==> src/rtl/mbr_pkg.sv <==
package mbr_pkg;

    parameter int unsigned OPND_W     = 64;
    parameter int unsigned IMM_MASK_W = 32;
    parameter int unsigned REG_MASK_W = 64;

    localparam int unsigned IDX_W  = $clog2(REG_MASK_W);
    localparam int unsigned CNT_W  = IDX_W + 1;
    localparam int unsigned DIFF_W = OPND_W + 1;

    typedef enum logic {
        MSRC_IMM = 1'b0,
        MSRC_REG = 1'b1
    } mask_src_e;

    typedef enum logic {
        CMP_UNSIGNED = 1'b0,
        CMP_SIGNED   = 1'b1
    } cmp_mode_e;

    typedef struct packed {
        logic [REG_MASK_W-1:0] bits;
        logic [CNT_W-1:0]      width;
    } mask_info_t;

    typedef struct packed {
        logic             in_range;
        logic [IDX_W-1:0] index;
    } slot_t;

    // Default signed base: the lowest value sits at -(width/2 - 1).
    function automatic logic [OPND_W-1:0] default_base(input logic [CNT_W-1:0] w);
        logic [OPND_W-1:0] half;
        half = OPND_W'(w >> 1);
        return OPND_W'(0) - (half - OPND_W'(1));
    endfunction

    // Sign-extend an operand by one bit so that subtraction cannot wrap.
    function automatic logic [DIFF_W-1:0] sext1(input logic [OPND_W-1:0] v);
        return {v[OPND_W-1], v};
    endfunction

endpackage

==> src/rtl/mbr_mask_select.sv <==
module mbr_mask_select
    import mbr_pkg::*;
(
    input  mask_src_e               src_sel,
    input  logic [IMM_MASK_W-1:0]   imm_bits,
    input  logic [REG_MASK_W-1:0]   reg_bits,
    output mask_info_t              info
);

    localparam int unsigned PAD_W = REG_MASK_W - IMM_MASK_W;

    logic [REG_MASK_W-1:0] imm_ext;

    generate
        if (PAD_W > 0) begin : g_pad
            assign imm_ext = {{PAD_W{1'b0}}, imm_bits};
        end else begin : g_nopad
            assign imm_ext = imm_bits[REG_MASK_W-1:0];
        end
    endgenerate

    always_comb begin
        if (src_sel == MSRC_REG) begin
            info.bits  = reg_bits;
            info.width = CNT_W'(REG_MASK_W);
        end else begin
            info.bits  = imm_ext;
            info.width = CNT_W'(IMM_MASK_W);
        end
    end

endmodule

==> src/rtl/mbr_index_calc.sv <==
module mbr_index_calc
    import mbr_pkg::*;
(
    input  cmp_mode_e           mode,
    input  logic [OPND_W-1:0]   operand,
    input  logic                base_override,
    input  logic [OPND_W-1:0]   base_value,
    input  logic [CNT_W-1:0]    width,
    output slot_t               slot
);

    logic [OPND_W-1:0] base_eff;
    logic [DIFF_W-1:0] diff;
    logic              signed_ok;
    logic              unsigned_ok;

    always_comb begin
        base_eff    = base_override ? base_value : default_base(width);
        diff        = sext1(operand) - sext1(base_eff);
        // Non-negative and below the mask width.
        signed_ok   = !diff[DIFF_W-1] && (diff < DIFF_W'(width));
        unsigned_ok = operand < OPND_W'(width);

        if (mode == CMP_SIGNED) begin
            slot.in_range = signed_ok;
            slot.index    = diff[IDX_W-1:0];
        end else begin
            slot.in_range = unsigned_ok;
            slot.index    = operand[IDX_W-1:0];
        end
    end

endmodule

==> src/rtl/mbr_bit_pick.sv <==
module mbr_bit_pick
    import mbr_pkg::*;
(
    input  logic [REG_MASK_W-1:0] bits,
    input  slot_t                 slot,
    output logic                  hit
);

    always_comb begin
        hit = slot.in_range & bits[slot.index];
    end

endmodule

==> src/rtl/mask_branch_unit.sv <==
module mask_branch_unit
    import mbr_pkg::*;
(
    input  logic                  clk,
    input  logic                  rst,
    input  logic                  req_valid,
    input  logic [OPND_W-1:0]     src_operand,
    input  logic [IMM_MASK_W-1:0] mask_imm,
    input  logic [REG_MASK_W-1:0] mask_reg,
    input  logic                  use_reg_mask,
    input  logic                  signed_mode,
    input  logic                  custom_base_en,
    input  logic [OPND_W-1:0]     custom_base,
    output logic                  taken,
    output logic                  result_valid
);

    mask_src_e  src_sel;
    cmp_mode_e  mode;
    mask_info_t minfo;
    slot_t      slot;
    logic       hit;
    logic       taken_q;
    logic       valid_q;

    assign src_sel = use_reg_mask ? MSRC_REG : MSRC_IMM;
    assign mode    = signed_mode  ? CMP_SIGNED : CMP_UNSIGNED;

    mbr_mask_select u_msel (
        .src_sel  (src_sel),
        .imm_bits (mask_imm),
        .reg_bits (mask_reg),
        .info     (minfo)
    );

    mbr_index_calc u_idx (
        .mode          (mode),
        .operand       (src_operand),
        .base_override (custom_base_en),
        .base_value    (custom_base),
        .width         (minfo.width),
        .slot          (slot)
    );

    mbr_bit_pick u_pick (
        .bits (minfo.bits),
        .slot (slot),
        .hit  (hit)
    );

    always_ff @(posedge clk) begin
        if (rst) begin
            valid_q <= 1'b0;
            taken_q <= 1'b0;
        end else begin
            valid_q <= req_valid;
            taken_q <= req_valid & hit;
        end
    end

    assign taken        = taken_q;
    assign result_valid = valid_q;

endmodule

==> config.mk <==
export PLATFORM = sky130hd
export DESIGN_NAME = mask_branch_unit
export DESIGN_NICKNAME = d
export VERILOG_FILES = /design/src/rtl/mbr_pkg.sv /design/src/rtl/mbr_mask_select.sv /design/src/rtl/mbr_index_calc.sv /design/src/rtl/mbr_bit_pick.sv /design/src/rtl/mask_branch_unit.sv
export SDC_FILE = /design/constraint.sdc
export NUM_CORES = 1
export LEC_CHECK = 0
export BUFFER_PORTS_ARGS = -buffer_cell sky130_fd_sc_hd__buf_2
export CAP_MARGIN = 10
export CORE_UTILIZATION = 30
export CTS_CLUSTER_SIZE = 8
export DETAILED_ROUTE_END_ITERATION = 8
export SYNTH_ARGS = -nofsm -noshare
export SYNTH_HDL_FRONTEND = slang
export SYNTH_SLANG_ARGS = --single-unit
==> constraint.sdc <==
create_clock -name clk -period 7.8 [get_ports clk]
set_clock_uncertainty 0.05 [all_clocks]
set_input_delay 2.34 -clock clk [delete_from_list [all_inputs] [get_ports clk]]
set_output_delay 2.34 -clock clk [all_outputs]
set_load 0.05 [all_outputs]
### Word-level counts from Yosys, hierarchy flattened

Cells that the tools add are included.

| word-level totals | value |
|---|---|
| flip-flop bits (word level) | 2 |
| bits in latches | 0 |
| bits in writable memories | 0 |
| bits in read-only memories | 0 |
| input bits | 230 |
| output and inout port bits | 2 |
| word-level logic and storage cells | 19 |
| memories kept | 0 |

| cells by class | value |
|---|---|
| add/sub/neg operators | 3 |
| multipliers | 0 |
| div/mod/pow operators | 0 |
| magnitude comparators | 3 |
| eq/ne operators | 0 |
| shift-type cells | 0 |
| multiplexer cells | 7 |
| bitwise operators | 2 |
| reductions and logical operators | 2 |

Operators by type and width:

| cell | count |
|---|---|
| $mux W71 | 1 |
| $lt A65 B7 Y1 | 1 |
| $sub A64 B64 Y65 | 1 |
| $lt A64 B7 Y1 | 1 |
| $mux W64 | 1 |
| $sub A1 B64 Y64 const A | 1 |
| $lt A6 B7 Y1 const B | 1 |
| $mux W7 | 1 |
| $sub A6 B1 Y7 const B | 1 |
| $bmux W1 S6 | 1 |
| $mux W1 | 3 |
| $and A1 B1 Y1 | 2 |
| $logic_and A1 B1 Y1 | 1 |
| $logic_not A1 Y1 | 1 |

### Logic depth before layout (Yosys ltp)

Gate-level depths: netlist of the first run.

| logic depth | value |
|---|---|
| depth after elaboration | 13 |
| gate-level depth with buffers | 19 |
| depth with buffers taken out | 18 |

### Modules after synthesis

A second synthesis of the first run with hierarchy kept.

| unflattened totals | value |
|---|---|
| cells, all modules | 1,044 |
| area, all modules | 7,284.5 sq um |

Modules (own cells, without submodules):

| module | times used | cells an instance | area an instance (sq um) | sequential area each (sq um) |
|---|---|---|---|---|
| mbr_index_calc | 1 | 918 | 5,884.4 | 0.0 |
| mbr_mask_select | 1 | 79 | 730.7 | 0.0 |
| mbr_bit_pick | 1 | 43 | 614.3 | 0.0 |
| mask_branch_unit | 1 | 4 | 55.1 | 40.0 |

### Worst setup path after synthesis of the first run

No wires, ideal clock.

| timing | value |
|---|---|
| path type | input to register |
| start | input custom_base_en |
| end | register taken_q (netlist: taken) |
| library setup time | 0.096 ns |
| data arrival time | 6.278 ns |
| required time | 7.654 ns |
| slack | 1.376 ns |
| cell stages on the path | 18 |
| buffers on the path | 2 |
| cell sequence | clkbuf_1 clkbuf_1 nand2_1 fa_1 a211oi_1 o21ai_0 xor2_1 ha_1 a221oi_1 o21ai_0 a2111oi_0 nand3_1 a2111oi_0 and4_1 and4b_1 nand3_1 a2111o_1 o41ai_2 |

| between the ends | value |
|---|---|
| longest elaborated chain between the ends | 7 |
| elaborated cells on any way between the ends | 10 |
| those cells by class | 1 x add/sub; 1 x order compare; 4 x mux; 2 x bitwise; 2 x reduce/logical |

Ends and longest elaborated chain:

| element | line | source |
|---|---|---|
| from (decl) | mask_branch_unit.sv:12 | `input logic custom_base_en,` |
| $mux W64 (*) | mbr_index_calc.sv:18 | `base_eff = base_override ? base_value : default_base(width);` |
| $sub A64 B64 Y65 (*) | mbr_index_calc.sv:19 | `diff = sext1(operand) - sext1(base_eff);` |
| $lt A65 B7 Y1 (tied with other cells) | mbr_index_calc.sv:21 | `signed_ok = !diff[DIFF_W-1] && (diff < DIFF_W'(width));` |
| $logic_and A1 B1 Y1 / $bmux W1 S6 (equally long branches) | mbr_index_calc.sv:21, mbr_bit_pick.sv:10 |  |
| $mux W7 (*) | mbr_index_calc.sv:24 | `if (mode == CMP_SIGNED) begin` |
| $and A1 B1 Y1 (*) | mbr_bit_pick.sv:10 | `hit = slot.in_range & bits[slot.index];` |
| $and A1 B1 Y1 (*) | mask_branch_unit.sv:57 | `taken_q <= req_valid & hit;` |
| to (signal assigned) | mask_branch_unit.sv:57 |  |
| to (decl) | mask_branch_unit.sv:23 | `logic taken_q;` |

Mark *: on every way between the ends. The rest lies on a longest branch, timed or not. The select of a mux whose other input is x is not followed.
A chain may end at the register's enable or synchronous reset.

### Worst setup path after layout of the first run

Ends and elaborated chain as after synthesis.

==> run metrics, run 1 <==
post-synthesis cell count 902; total power 0.661 mW; initial antenna violation count 2; placed wire-length estimate 24.6 mm; power share of the clock group 0.116; Clock Pin Slew Worst Setup and Hold Paths 30 ps; worst setup path class in -> reg; WL/cell 20.6 um; number of global-route vias before repair 7619; Post-synth EDFFs 0; I/O Pins 232; Seq pwr share 0.017; Yosys reg bits 2; fin nets 1388; RSZ-0062 raised after global routing no; hold-fix buffers at CTS 0; Final setup viols 0; post-CTS setup buffers 0; CTS tree yes; FMAX 141 MHz; DRT Wirelength 27.9 mm; period utilization 0.912; gr usage total 0.263; Warnings, synthesis 0; endpoints failing hold 0; main flop type after synthesis dfxtp_1; global placement routability congestion 1.06; fin cells 1355; CTS sink count 2; run status finished clean; Filler cells 2233; Max VDD drop 0.0523 mV; Req. time, crit path 7880 ps; CP Capture Type register; syn_nets 1199; Cells after DPL 1351; Cell variety after synth 76; Worst EP arrival 7190 ps; setup_tns 0 ps; first-pass GRT wire length 41.5 mm; Slew @ Worst Pin 1090 ps; switching share of power 0.541; Num CTS Buffers 3; root buf cell clkbuf_16; Residual DRC 0; largest net degree at the start of global routing 49; vias per inst 5.88; proportion of layout cells with a drive suffix above 1 0.257; P_int 0.303 mW; starting density of the core 0.309; count of final max-slew check failures 0; drt initial violations 536; Leak 3.15 nW; Async S/R FF share, synth 0; Worst setup SP type input pin; leading area contributor after synthesis ha_1; Routed Antenna Nets 0; CP cell instances buf_2 > nand2_1 > fa_1 > a211oi_1 > o21ai_0 > xor2_1 > ha_1 > a221oi_1 > o21ai_0 > a2111oi_0 > nand3_1 > a2111oi_0 > and4_1 > and4b_1 > nand3_1 > a2111o_1 > o41ai_2; met3 Usage GRT 0.0318; GRT Residual Overflow 0; post-cts resize count 0; Die W 144 um; met1 Usage GRT 0.315; CP max stage delay 540 ps; die height 144 um; Avg Inst Size Synth 6.72 sq um; Power Dens Cells 88.7 mW/mm^2; Worst path slowest cell buf_2; max-cap violations 0; clock buffer depth 2; grt met2 use 0.483; # rows 51; Port Buffers 231; top cell type's share of synthesized area 0.136; Slew HR 0.271; Syn-to-layout area delta 22.8%; Top Usage Layer GRT met2; Core Footprint 0.0197 sq mm; cell area after synthesis 0.00607 sq mm; crit path max fanout 48; H-tree depth 1; Synth area leaders ha_1 (14%), a21oi_1 (8.0%), nor2b_1 (6.9%); Psw 0.358 mW; Die Footprint 0.0208 sq mm; Period minus WS final 7110 ps; Gate power share 0.867; Fin Hold WS 2270 ps; Hold Crit Class in -> reg; drt pass-1 iters 5; Vias 7961; sequential area share after synthesis 0.00660
flip-flops by register name, summed over array words and instances (netlist names):
name / count
taken: 1
result_valid: 1
kinds of logic (layout without fill, tap and decap cells):
logic type,after synthesis,in the layout,synth area share
buffers and inverters,77,264,0.0516
AND/OR/NAND/NOR,372,372,0.318
flip-flops,2,2,0.00660
AO/OA/AOI/OAI,318,318,0.349
XOR/XNOR,32,32,0.0462
multiplexers,34,34,0.0897
other,0,1,0
adder cells (fa/ha/maj),67,67,0.139
cell usage in the layout (no fill, tap or decap), drive strengths merged, types with 5 or more instances in the layout:
cell type  count
o31ai          8
nor3          21
nor2          50
a32oi          5
a211oi         8
a32o           5
or2            5
a21boi         7
a31oi         10
o21ai         63
mux2i         15
a221oi         5
o21a          16
ha            66
or3            6
nor4          25
o21bai        10
a21o           9
nand4         31
o32ai          5
and3           6
a21oi         98
buf          236
nand2        110
nand3         28
xor2           7
mux4          16
nand2b         8
nor2b         67
o211ai         8
o22ai          8
a22oi          9
a311oi         5
inv           25
xnor2         25
and4           5
o221ai         6
worst max-delay path, delay by kind of cell:
kind / cells / cell delay, ps
AOI/OAI and AO/OA: 8 / 2410
and+or+nand+nor: 5 / 910
adders and majority gates: 2 / 760
buffers and inverters: 1 / 540
xor gates and xnor gates: 1 / 210
power groups by stage:
stage | Combinational (mW) | Sequential (mW) | Clock, mW
after floorplan | 0.367 | 0.0126 | 0
after global placement | 0.566 | 0.0111 | 0
after detailed placement | 0.562 | 0.0111 | 0
after CTS | 0.565 | 0.0110 | 0.0783
after global routing | 0.620 | 0.0110 | 0.0786
final | 0.573 | 0.0110 | 0.0769
worst paths after layout:
check / start / to / cells after the start
worst max-delay path: custom_base_en / taken / 17
worst min-delay path: rst / result_valid / 2
layout make-up:
| class | count | area [sq um] | share of cell area |
|---|---|---|---|
| Multi-Input combinational cell | 823 | 5710 | 0.767 |
| Timing Repair Buffer | 236 | 1190 | 0.160 |
| Tap cell | 265 | 332 | 0.0445 |
| Inverter | 25 | 93.8 | 0.0126 |
| Clock buffer | 3 | 75.1 | 0.0101 |
| Sequential cell | 2 | 40.0 | 0.00537 |
| Antenna cell | 1 | 2.50 | 0.000336 |
synthesized netlist by cell type (20+ instances only):
library cell and n:
nand2_1 108, a21oi_1 97, nor2b_1 67, ha_1 66
o21ai_0 60, nor2_1 50, clkbuf_1 35, nand4_1 31
nand3_1 27, inv_1 25, nor4_1 25, xnor2_1 25
nor3_1 20
layer usage:
layer,vias to the layer above,wire (um)
met1,3671,11400
met5,-,0
met3,40,1970
met4,0,861
li1,3846,-
met2,404,13700
through the flow:
stage	utilization	setup WS, ps	area [sq um]
6_report	0.379	689	7450
5_1_grt	0.379	444	7450
4_1_cts	0.379	790	7450
3_3_place_gp	0.375	863	7370
3_5_place_dp	0.375	562	7370
2_1_floorplan	-	1380	6070
No activity file was read; power rests on OpenSTA's default activity.
==> run 2, diff against run 1 <==
clock period = 6.25 ns   (was 7.8 ns; I/O delays follow)
==> run 2 against run 1 <==
Net effect: design area grew 4.4%; first-iteration DRC count increased by 51%; sequential cell count stayed put; largest cell class unchanged.
==> run metrics, run 2 (synthesis results as in run 1) <==
initial antenna violation count 2 (unchanged); vias per inst 5.82 (-1.0%); most used cell, CP a21oi_1; Core Footprint 0.0197 sq mm (unchanged); gr usage total 0.268 (+0.00543); die height 144 um (unchanged); pre-CTS setup slack 36.2 ps (-526 ps); Top Usage Layer GRT met2; worst setup path class in -> reg; worst hold path startpoint rst; number of global-route vias before repair 7817 (+2.6%); hold endpoint result_valid; drt pass-1 iters 6 (+1); CP cell instances buf_2 > buf_12 > nor2b_1 > ha_1 > a21oi_1 > o21ai_0 > a21oi_1 > nand2_1 > nor2_1 > a311oi_1 > and4_1 > o2111ai_1 > nor4_1 > nand3_1 > or3_1 > o41ai_2; Req. time, crit path 6330 ps (-1550 ps); RSZ-0062 raised after global routing no; Routed Antenna Nets 0 (unchanged); CTS sink count 2 (unchanged); setup_tns 0 ps (unchanged); met1 Usage GRT 0.325 (+0.00994); commonest non-fill, non-tap cell in the layout buf_2; grt met2 use 0.482 (-0.00102); met3 Usage GRT 0.0315 (-0.000331); WL/cell 20.4 um (-1.2%); root buf cell clkbuf_16; fin nets 1430 (+3.0%); largest net degree at the start of global routing 39 (-20%); Num CTS Buffers 3 (unchanged); Clock Pin Slew Worst Setup and Hold Paths 30 ps (about the same); Slew HR 0.230 (-0.0414); drt initial violations 812 (+51%); crit path max fanout 38 (-21%); clock buffer depth 2 (unchanged); most frequent cells in the layout buf_2 (231), nand2_1 (108), a21oi_1 (97); Power Dens Cells 111 mW/mm^2 (+25%); FMAX 171 MHz; Final setup viols 0 (unchanged); Hold Crit Class in -> reg; CTS tree yes; placed wire-length estimate 25.0 mm (+1.8%); Leak 3.35 nW (+6.5%); worst setup margin 414 ps (-275 ps); proportion of layout cells with a drive suffix above 1 0.285 (+0.0276); I/O Pins 232 (unchanged); hold path cells 2 (unchanged); Worst EP arrival 5920 ps (-1270 ps); Die Footprint 0.0208 sq mm (unchanged); n_diodes 0 (-1); Vias 8119 (+2.0%); GRT Residual Overflow 0 (unchanged); H-tree depth 1 (unchanged); Period minus WS final 5840 ps; first-pass GRT wire length 42.3 mm (+1.9%); CP Capture Type register; starting density of the core 0.309 (unchanged); max-cap violations 0 (unchanged); count of final max-slew check failures 0 (unchanged); # rows 51 (unchanged); period utilization 0.934; global placement routability congestion 1.04 (-1.3%); Die W 144 um (unchanged); post-CTS setup buffers 0 (unchanged); endpoints failing hold 0 (unchanged); Port Buffers 231 (unchanged); Worst setup SP type input pin; Max VDD drop 0.0622 mV (+19%); Worst path slowest cell o21ai_0; run status finished clean; Fin Hold WS 1800 ps (-474 ps); Slew @ Worst Pin 1150 ps (+62.0 ps); Residual DRC 0 (unchanged); DRT Wirelength 28.4 mm (+1.8%); Syn-to-layout area delta 28.2%; CP max stage delay 550 ps (about the same)
==> run 2: worst max-delay path: cells and delay by family <==
kind / cells / cell delay, ps
and+or+nand+nor: 7 / 1550
AOI/OAI and AO/OA: 6 / 1630
buffers and inverters: 2 / 300
adders and majority gates: 1 / 520
==> run 2: cell type report <==
cell class	count	area, sq um
flip-flops and latches	2	40.0
well taps	265	332
fillers	2160	11900
multi-input cells	823	5710
inverters	25	93.8
repair buffers	278	1520
clock buffers	3	75.1
==> run 2: what timing repair did <==
action | in CTS | in global routing
hold buffers | 0 | 0
endpoints found under the setup margin | 0 | 1
gates resized for setup | 0 | 1
==> run 2: worst max path at each step <==
stage                    from     to  slack, ps  cells after the start
6_report       custom_base_en  taken        410                     16
5_1_grt        custom_base_en  taken        110                     18
4_1_cts        custom_base_en  taken        270                     18
3_5_place_dp   custom_base_en  taken         40                     18
3_3_place_gp   custom_base_en  taken        100                     18
2_1_floorplan  custom_base_en  taken        290                     18
==> run 2: power by group <==
part / switching (mW) / internal [mW] / total [mW]
logic: 0.440 / 0.312 / 0.752
registers: 0.000259 / 0.0134 / 0.0137
clock network: 0.0165 / 0.0815 / 0.0980
total: 0.457 / 0.407 / 0.864
==> run 2: per-stage QoR <==
step / utilization / instances / area (sq um) / power [mW]
5_1_grt: 0.396 / 1396 / 7770 / 0.927
4_1_cts: 0.396 / 1396 / 7770 / 0.852
3_3_place_gp: 0.392 / 1393 / 7700 / 0.754
6_report: 0.396 / 1396 / 7770 / 0.864
3_5_place_dp: 0.392 / 1393 / 7700 / 0.750
2_1_floorplan: - / 902 / 6070 / 0.473
==> run 2: layer usage <==
layer / share of wire / wire length [um]
met2: 0.48 / 13500
met5: 0 / 0
met4: 0.041 / 1160
met1: 0.40 / 11500
met3: 0.078 / 2200
==> run 3, diff against run 2 <==
CORE_ASPECT_RATIO = 0.6   (was default)
PLACE_DENSITY_LB_ADDON = 0.05   (was default)
==> run 3 against run 2 <==
Net effect: largest power group unchanged; non-clock buffer count up 53; cell count up 3.9%; wire length grew 12%; critical path type unchanged; first-iteration DRC count rose by 0.37%; sequential share of layout area about the same; design area is 5.3% higher; combinational power rose by 12%; sequential cell count unchanged; total power up 10%; critical path depth grew 3.
==> run metrics, run 3 (synthesis results as in run 1) <==
run status finished clean; CTS tree yes; Port Buffers 231 (unchanged); Die W 186 um (+29%); post-cts resize count 0 (unchanged); Routed Antenna Nets 0 (unchanged); H-tree depth 1 (unchanged); hold endpoint result_valid; WL/cell 21.9 um (+7.6%); Core Footprint 0.0194 sq mm (-1.2%); Seq pwr share 0.014 (-0.002); post-CTS setup buffers 0 (unchanged); Die Footprint 0.0208 sq mm (about the same); global placement routability congestion 1.02 (-2.5%); Worst EP arrival 6060 ps (+140 ps); Hold Crit Class in -> reg; CP max stage delay 520 ps (-30 ps); GRT Residual Overflow 0 (unchanged); FMAX 167 MHz (-2.5%); total power 0.952 mW (+10%); Slew HR 0.168 (-0.0623); count of final max-slew check failures 0 (unchanged); setup_tns 0 ps (unchanged); Syn-to-layout area delta 35.0%; number of global-route vias before repair 7740 (-0.99%); drt pass-1 iters 6 (unchanged); fin nets 1483 (+3.7%); max-cap violations 0 (unchanged); crit path max fanout 13 (-66%); Power Dens Cells 116 mW/mm^2 (+4.6%); CP Capture Type register; worst hold path startpoint rst; commonest non-fill, non-tap cell in the layout buf_2; drt initial violations 815 (+0.37%); Max VDD drop 0.0768 mV (+23%); RSZ-0062 raised after global routing no; first-pass GRT wire length 46.8 mm (+11%); gr usage total 0.299 (+0.0311); die height 112 um (-22%); Period minus WS final 5990 ps (+151 ps); period utilization 0.958 (+0.0241); Final setup viols 0 (unchanged); Worst path slowest cell o311ai_0; Psw 0.511 mW (+12%); P_int 0.441 mW (+8.4%); initial antenna violation count 2 (unchanged); proportion of layout cells with a drive suffix above 1 0.318 (+0.0337); endpoints failing hold 0 (unchanged); Vias 8381 (+3.2%); root buf cell clkbuf_16; worst setup path class in -> reg; starting density of the core 0.312 (+0.00370); hold path cells 2 (unchanged); I/O Pins 232 (unchanged); CTS sink count 2 (unchanged); vias per inst 5.78 (-0.69%); Gate power share 0.881 (+0.010); Worst Path Buf+Inv 5 (+3); Clock Pin Slew Worst Setup and Hold Paths 30 ps (about the same); Worst setup SP type input pin; Req. time, crit path 6320 ps (about the same); switching share of power 0.536 (+0.00764); Leak 3.62 nW (+7.8%); CP cell instances buf_2 > buf_12 > buf_4 > nor2b_1 > ha_1 > buf_4 > nand3_1 > a21oi_1 > o211ai_1 > a211oi_2 > buf_4 > o31ai_4 > o41ai_1 > a21oi_1 > o311ai_0 > a21oi_1 > xnor2_1 > a2111o_1 > o41ai_2; Filler cells 2190 (+1.4%); Num CTS Buffers 3 (unchanged); most frequent cells in the layout buf_2 (232), nand2_1 (108), buf_4 (98); hold-fix buffers at CTS 0 (unchanged); CP delay by family, top compound AO/OA/AOI/OAI gates; largest net degree at the start of global routing 33 (-15%); power share of the clock group 0.105 (-0.008); # rows 39 (-24%); DRT Wirelength 31.8 mm (+12%); Slew @ Worst Pin 1240 ps (+93.2 ps); clock buffer depth 2 (unchanged); placed wire-length estimate 28.4 mm (+14%); Residual DRC 0 (unchanged)
[run 3: power groups by stage]
stage	sequential, mW	combinational, mW	clock [mW]
finish	0.0138	0.839	0.0996
global route	0.0138	0.905	0.102
CTS	0.0137	0.813	0.101
detailed placement	0.0139	0.808	0
global placement	0.0139	0.816	0
floorplan	0.0157	0.458	0
[run 3: how the worst max path moves through the flow]
stage,cells after the start,to,from,slack (ps)
detailed placement,21,taken,custom_base_en,-40
CTS,21,taken,custom_base_en,160
global route,21,taken,custom_base_en,6
floorplan,18,taken,custom_base_en,290
global placement,21,taken,custom_base_en,100
finish,19,taken,custom_base_en,260
[run 3: stage by stage]
stage                     setup WS [ps]  cell area [sq um]  hold WS (ps)  utilization  cells
final                               263               8190          1790        0.422   1451
after global routing               6.17               8190          1810        0.421   1450
after CTS                           162               8170          1800        0.421   1449
after detailed placement          -37.9               8090          2030        0.417   1446
after global placement             96.2               8090          2030        0.417   1446
after floorplan                     291               6070          1910            -    902
[run 3: layout make-up]
class,instances,area (sq um),share of cell area
Antenna cell,1,2.50,0.000306
Clock buffer,3,75.1,0.00917
Inverter,25,93.8,0.0115
Multi-Input combinational cell,823,5730,0.699
Sequential cell,2,40.0,0.00489
Tap cell,266,333,0.0406
Timing Repair Buffer,331,1920,0.234
[run 3: per-layer routing]
layer | up-vias | GRT usage | routed length (um)
li1 | 4041 | - | -
met1 | 3899 | 0.505 | 17100
met2 | 421 | 0.358 | 10800
met3 | 20 | 0.0863 | 3660
met4 | 0 | 0.0290 | 220
met5 | - | 0 | 0
